### config.mk
export PLATFORM = sky130hd
export DESIGN_NAME = gbp_predictor
export DESIGN_NICKNAME = d
export VERILOG_FILES = /design/src/rtl/gbp_pkg.sv /design/src/rtl/gbp_index.sv /design/src/rtl/gbp_table.sv /design/src/rtl/gbp_sat_cnt.sv /design/src/rtl/gbp_predictor.sv
export SDC_FILE = /design/constraint.sdc
export NUM_CORES = 2
export LEC_CHECK = 0
export BUFFER_PORTS_ARGS = -buffer_cell sky130_fd_sc_hd__buf_2
export CORE_UTILIZATION = 32
export CTS_BUF_LIST = sky130_fd_sc_hd__clkbuf_8
export CTS_CLUSTER_DIAMETER = 50
export CTS_CLUSTER_SIZE = 10
export DETAILED_ROUTE_END_ITERATION = 8
export MAX_ROUTING_LAYER = met4
export SLEW_MARGIN = 25
export SYNTH_ARGS = -nofsm -noshare
export SYNTH_HDL_FRONTEND = slang
export SYNTH_SLANG_ARGS = --single-unit
### constraint.sdc
create_clock -name clk -period 62.7 [get_ports clk]
set_input_delay 15.675 -clock clk [delete_from_list [all_inputs] [get_ports clk]]
set_output_delay 15.675 -clock clk [all_outputs]
set_load 0.02 [all_outputs]
### src/rtl/gbp_pkg.sv
package gbp_pkg;
  typedef logic [1:0] ctr_t;

  localparam ctr_t CTR_MAX = 2'd3;
  localparam ctr_t CTR_MIN = 2'd0;

  function automatic logic ctr_predicts_taken(ctr_t c);
    return c[1];
  endfunction

  function automatic ctr_t ctr_step(ctr_t c, logic taken);
    if (taken) return (c == CTR_MAX) ? c : c + 2'd1;
    return (c == CTR_MIN) ? c : c - 2'd1;
  endfunction
endpackage

### src/rtl/gbp_index.sv
module gbp_index #(
  parameter int HIST_W  = 5,
  parameter int AIW     = 6,
  parameter int ADDR_W  = 32,
  parameter int LO_DROP = 2,
  localparam int IDX_W  = HIST_W + AIW
) (
  input  logic [HIST_W-1:0] hist,
  input  logic [ADDR_W-1:0] addr,
  output logic [IDX_W-1:0]  idx
);
  always_comb idx = {hist, addr[LO_DROP +: AIW]};
endmodule

### src/rtl/gbp_table.sv
module gbp_table import gbp_pkg::*; #(
  parameter int IDX_W  = 11,
  localparam int DEPTH = 1 << IDX_W
) (
  input  logic             clk,
  input  logic             rd_en,
  input  logic [IDX_W-1:0] rd_idx,
  output ctr_t             rd_data,
  input  logic             wr_en,
  input  logic [IDX_W-1:0] wr_idx,
  input  ctr_t             wr_data
);
  ctr_t mem [DEPTH];

  always_ff @(posedge clk) begin
    if (wr_en) mem[wr_idx] <= wr_data;
    if (rd_en) rd_data <= mem[rd_idx];
  end
endmodule

### src/rtl/gbp_sat_cnt.sv
module gbp_sat_cnt #(
  parameter int W = 32
) (
  input  logic         clk,
  input  logic         rst,
  input  logic         inc,
  output logic [W-1:0] count
);
  always_ff @(posedge clk) begin
    if (rst) count <= '0;
    else if (inc && count != '1) count <= count + 1'b1;
  end
endmodule

### src/rtl/gbp_predictor.sv
module gbp_predictor import gbp_pkg::*; #(
  parameter int ADDR_W  = 32,
  parameter int HIST_W  = 5,
  parameter int AIW     = 6,
  parameter int LO_DROP = 2,
  parameter int CNT_W   = 32
) (
  input  logic              clk,
  input  logic              rst,
  input  logic              req_valid,
  input  logic [ADDR_W-1:0] req_addr,
  input  logic              req_taken,
  output logic              busy,
  output logic              resp_valid,
  output logic              resp_pred_taken,
  output logic              resp_mispredict,
  output logic [CNT_W-1:0]  branch_count,
  output logic [CNT_W-1:0]  mispredict_count
);
  localparam int IDX_W = HIST_W + AIW;
  localparam int DEPTH = 1 << IDX_W;
  localparam logic [IDX_W-1:0] LAST_IDX = IDX_W'(DEPTH - 1);

  logic              clr_active;
  logic [IDX_W-1:0]  clr_ptr;
  logic [HIST_W-1:0] hist;
  logic [IDX_W-1:0]  req_idx;
  logic              accept;

  logic              s1_valid, s1_taken;
  logic [IDX_W-1:0]  s1_idx;
  ctr_t              rd_data;

  logic              wb_valid;
  logic [IDX_W-1:0]  wb_idx;
  ctr_t              wb_val;

  ctr_t              cur_ctr, new_ctr;
  logic              s1_pred, s1_mis;

  logic              tbl_we;
  logic [IDX_W-1:0]  tbl_widx;
  ctr_t              tbl_wdata;

  assign busy   = clr_active;
  assign accept = req_valid && !clr_active;

  gbp_index #(.HIST_W(HIST_W), .AIW(AIW), .ADDR_W(ADDR_W), .LO_DROP(LO_DROP)) index_i (
    .hist(hist), .addr(req_addr), .idx(req_idx)
  );

  // Reset sweep and global history
  always_ff @(posedge clk) begin
    if (rst) begin
      clr_active <= 1'b1;
      clr_ptr    <= '0;
      hist       <= '0;
    end else begin
      if (clr_active) begin
        clr_ptr <= clr_ptr + 1'b1;
        if (clr_ptr == LAST_IDX) clr_active <= 1'b0;
      end
      if (accept) hist <= (hist << 1) | HIST_W'(req_taken);
    end
  end

  // Stage 1 capture: request fields alongside the synchronous table read
  always_ff @(posedge clk) begin
    if (rst) begin
      s1_valid <= 1'b0;
      s1_taken <= 1'b0;
      s1_idx   <= '0;
    end else begin
      s1_valid <= accept;
      if (accept) begin
        s1_taken <= req_taken;
        s1_idx   <= req_idx;
      end
    end
  end

  // Forward the counter written one edge earlier; the table returns old data then
  always_comb begin
    cur_ctr = (wb_valid && wb_idx == s1_idx) ? wb_val : rd_data;
    new_ctr = ctr_step(cur_ctr, s1_taken);
    s1_pred = ctr_predicts_taken(cur_ctr);
    s1_mis  = s1_pred ^ s1_taken;
  end

  always_ff @(posedge clk) begin
    if (rst) begin
      wb_valid <= 1'b0;
      wb_idx   <= '0;
      wb_val   <= CTR_MIN;
    end else begin
      wb_valid <= s1_valid;
      wb_idx   <= s1_idx;
      wb_val   <= new_ctr;
    end
  end

  always_comb begin
    tbl_we    = clr_active || s1_valid;
    tbl_widx  = clr_active ? clr_ptr : s1_idx;
    tbl_wdata = clr_active ? CTR_MIN : new_ctr;
  end

  gbp_table #(.IDX_W(IDX_W)) table_i (
    .clk(clk), .rd_en(accept), .rd_idx(req_idx), .rd_data(rd_data),
    .wr_en(tbl_we), .wr_idx(tbl_widx), .wr_data(tbl_wdata)
  );

  always_ff @(posedge clk) begin
    if (rst) begin
      resp_valid      <= 1'b0;
      resp_pred_taken <= 1'b0;
      resp_mispredict <= 1'b0;
    end else begin
      resp_valid <= s1_valid;
      if (s1_valid) begin
        resp_pred_taken <= s1_pred;
        resp_mispredict <= s1_mis;
      end
    end
  end

  gbp_sat_cnt #(.W(CNT_W)) br_cnt_i (
    .clk(clk), .rst(rst), .inc(s1_valid), .count(branch_count)
  );
  gbp_sat_cnt #(.W(CNT_W)) mis_cnt_i (
    .clk(clk), .rst(rst), .inc(s1_valid && s1_mis), .count(mispredict_count)
  );
endmodule

==> results.md <==
- Total CTS buffers: 521
- Vias in the first global route: 99.8k
- Sequential cell area fraction in the yosys report: 0.724
- Die Ht: 737 µm
- Cell mode on critical path: buf_4
- FF-to-FF setup slack: 56.55 ns
- Clk slew on worst S/H paths: 0.07 ns
- Global placer's final weighted congestion: 0.839
- Synth unique cells: 84
- Post-cts repair resize count: 0
- DP Wirelength: 294,000 µm
- CP peak stage delay: 1.03 ns
- EDFF count, synth: 4,098
- Detailed Routing Iterations Pass 1: 5
- Cell Pwr Density: 26.8 mW/mm²
- Post-CTS Hold Fix Bufs: 0
- Kind of launch point of the worst setup path: input pin
- Skew-Pair Late Insertion Delay: 1.23 ns
- Synth Area per Inst: 16.0 µm²
- Seq cells post-synth: 4,203
- Via/cell ratio: 5.49
- Slowest cell on crit path: nor4_2
- Worst-margin pin slew: 1.21 ns
- Cells after Synth: 10.8k
- DRC errors left: 0
- Clk sink count: 4,203
- Critical path arrival: 23.21 ns
- Htree depth: 6
- Post-Layout Cell Count: 18.2k
- Placed cells: 17.5k
- Max-slew violation count: 0
- Area growth syn-to-layout: 9.96%
- Routed wire per std cell: 28.2 µm
- Overflow after GRT: 0
- Max_cap viols: 0
- Root buffer cell: clkbuf_8
- Core area: 0.537 mm²
- PortBufs: 77
- Top Family by Delay on Critical Path: buffers and inverters
- TritonCTS clock tree: yes
- Ys flop type: edfxtp_1
- Min Tclk post-route: 22.22 ns
- Static Leak: 53.6 nW
- Antenna violations before repair: 36
- RSZ-0062 raised after global routing: no
- Share of cells above drive strength 1: 0.163
- Critical Path End Type: register
- FFs w/ async S/R, synth: 0
- Vias: 100k
- CTS max path bufs: 4
- Headroom to the max-slew limit: 0.183
- Status: finished, final reports clean
- Max FO, Critical Path: 71
- Die extent in x: 737 µm
- Die ar.: 0.543 mm²
- Worst clock skew: 0.0921 ns
- First-pass GRT wire length: 725,000 µm
- Post-CTS setup buffer count: 0
- Fmax: 45.0 MHz
- Routed WL: 515,000 µm
- Initial drt markers: 12.1k
- Total GRT Usage: 0.189
- Post-route ant nets: 0
- Largest net degree at the start of global routing: 236
- Hold/Removal Path Class: register to register
- Boundary pin count: 104
- Endpoints failing setup: 0
- Starting Density: 0.322
- YS warnings: 0
- Final period util: 0.354
- Worst EP required: 63.69 ns
- WP buf/inv: 6
- Row count: 269
- Worst-path cell chain: buf_12 -> buf_4 -> buf_4 -> buf_4 -> buf_4 -> buf_4 -> mux2i_1 -> o221ai_1 -> a21oi_1 -> a2111oi_0 -> nand3_1 -> nor4_2 -> nand4_1 -> nand4_1
- Synthesized Nets: 10.8k
- Final Hold Vio Count: 0
- Final net count: 10.9k
- Setup tns final: 0 ns
- VDD IR max: 24.4 µV
- Critical path class: input pin to register
- Mapped Area: 0.173 mm²
==> worst min-delay path, cell delays in order, from the launching register on <==
cell and delay [ns]:
dfxtp_1 0.31, nor2_1 0.08, a211oi_1 0.05
==> path summary, 6_finish.rpt <==
check	cells past startpoint	end	start
min reg2reg	2	resp_pred_taken$_SDFFE_PP0P_	resp_pred_taken$_SDFFE_PP0P_
max	14	table_i.rd_data[0]$_DFFE_PP_	req_addr[2]
max reg2reg	11	table_i.mem[1077][0]$_DFFE_PP_	s1_idx[9]$_SDFFE_PP0P_
min	2	resp_pred_taken$_SDFFE_PP0P_	resp_pred_taken$_SDFFE_PP0P_
==> cells in the mapped netlist, drive strengths merged (5+ instances only) <==
cell type  instances  area share
edfxtp          4098        0.71
or4               18     0.00080
nand3             88      0.0026
nor3             186      0.0054
nand2            251      0.0055
mux2              35      0.0023
and2              27     0.00098
clkbuf           593       0.013
o32ai             23      0.0012
nand2b            21     0.00076
a31oi             15     0.00054
a211oi            37      0.0016
mux4             630       0.082
a2111oi           28      0.0014
o41ai              9     0.00046
nor4              85      0.0031
inv               26     0.00056
buf              281       0.012
and4              11     0.00056
a21o               5     0.00022
a311oi             5     0.00025
o211ai             5     0.00022
o22a              10     0.00051
or2                9     0.00033
nor3b              9     0.00039
a22oi              9     0.00039
o2111ai            8     0.00041
and3              16     0.00058
o221ai           248       0.013
o22ai            184      0.0067
mux2i            813       0.047
nor2b             18     0.00065
xor2              20      0.0010
a21oi            175      0.0051
dfxtp            105       0.012
nor2            2285       0.050
a221oi             6     0.00030
or3               33      0.0012
xnor2             35      0.0018
nand4             70      0.0025
o31ai             37      0.0016
o21ai            137      0.0040
a211o              5     0.00025
==> kinds of logic after synthesis <==
kind of cell    count (synthesis)  share of synthesized area
simple gates                 3149                     0.0761
buf+inv                       902                     0.0256
fa+ha+maj                       4                   0.000275
compound gates                982                     0.0395
xor+xnor                       55                    0.00283
mux                          1478                      0.131
flops                        4203                      0.724
==> state kept, by name, indices dropped and copies added, names as in the netlist, 2 cells and up <==
name and flops:
wb_idx 11, table_i.rd_data 2, br_cnt_i.count 32, clr_ptr 11
hist 4, table_i.mem 4096, wb_val 2, s1_idx 8
mis_cnt_i.count 32
==> power breakdown <==
group	switching [W]	internal, W	total [W]
Combinational	0.000127	0.0000654	0.000192
Sequential	0.000000494	0.00303	0.00303
Clock	0.00100	0.000860	0.00186
Total	0.00113	0.00396	0.00509
==> layout by cell type (no fill, tap or decap), types with 27 or more instances in the layout <==
cell	instances
clkbuf_8	534
inv_1	93
nor3_1	183
nor2_1	2269
buf_4	319
o22ai_1	183
clkinv_1	27
mux2_2	35
a211oi_1	37
a21oi_1	175
nand3_1	81
nand2_1	228
nand4_1	70
buf_2	71
nor4_1	82
o221ai_1	248
or3_1	32
o21ai_0	136
mux2i_1	813
edfxtp_1	4098
xnor2_1	34
dfxtp_1	101
mux4_2	629
o31ai_1	37
==> per-stage QoR <==
stage               utilization  setup WS, ns  hold slack [ns]  instance area [µm²]  total power [W]
global placement          0.337         39.40            0.475               181000          0.00328
finish                    0.354         40.48            0.490               190000          0.00509
floorplan                     -          4.12            0.488               173000          0.00322
detailed placement        0.337         39.31            0.486               181000          0.00329
global route              0.354         40.50            0.517               190000          0.00523
CTS                       0.354         40.61            0.495               190000          0.00512
==> area by class of cell <==
cell class	instances	area, µm²
fill	51200	347000
clock inverter	191	1590
multi-input combinational	5668	43600
antenna	21	52.6
clock buffer	534	7350
sequential	4203	125000
tap	7181	8980
inverter	28	120
timing repair buffer	412	3150
==> per-layer routing <==
layer | GRT usage | vias up | share of wire
li1 | - | 41800 | -
met1 | 0.241 | 52900 | 0.39
met2 | 0.306 | 4513 | 0.48
met3 | 0.0306 | 915 | 0.082
met4 | 0.0658 | 0 | 0.039
met5 | - | - | 0
Note: power is estimated with default switching activity, not from simulation.
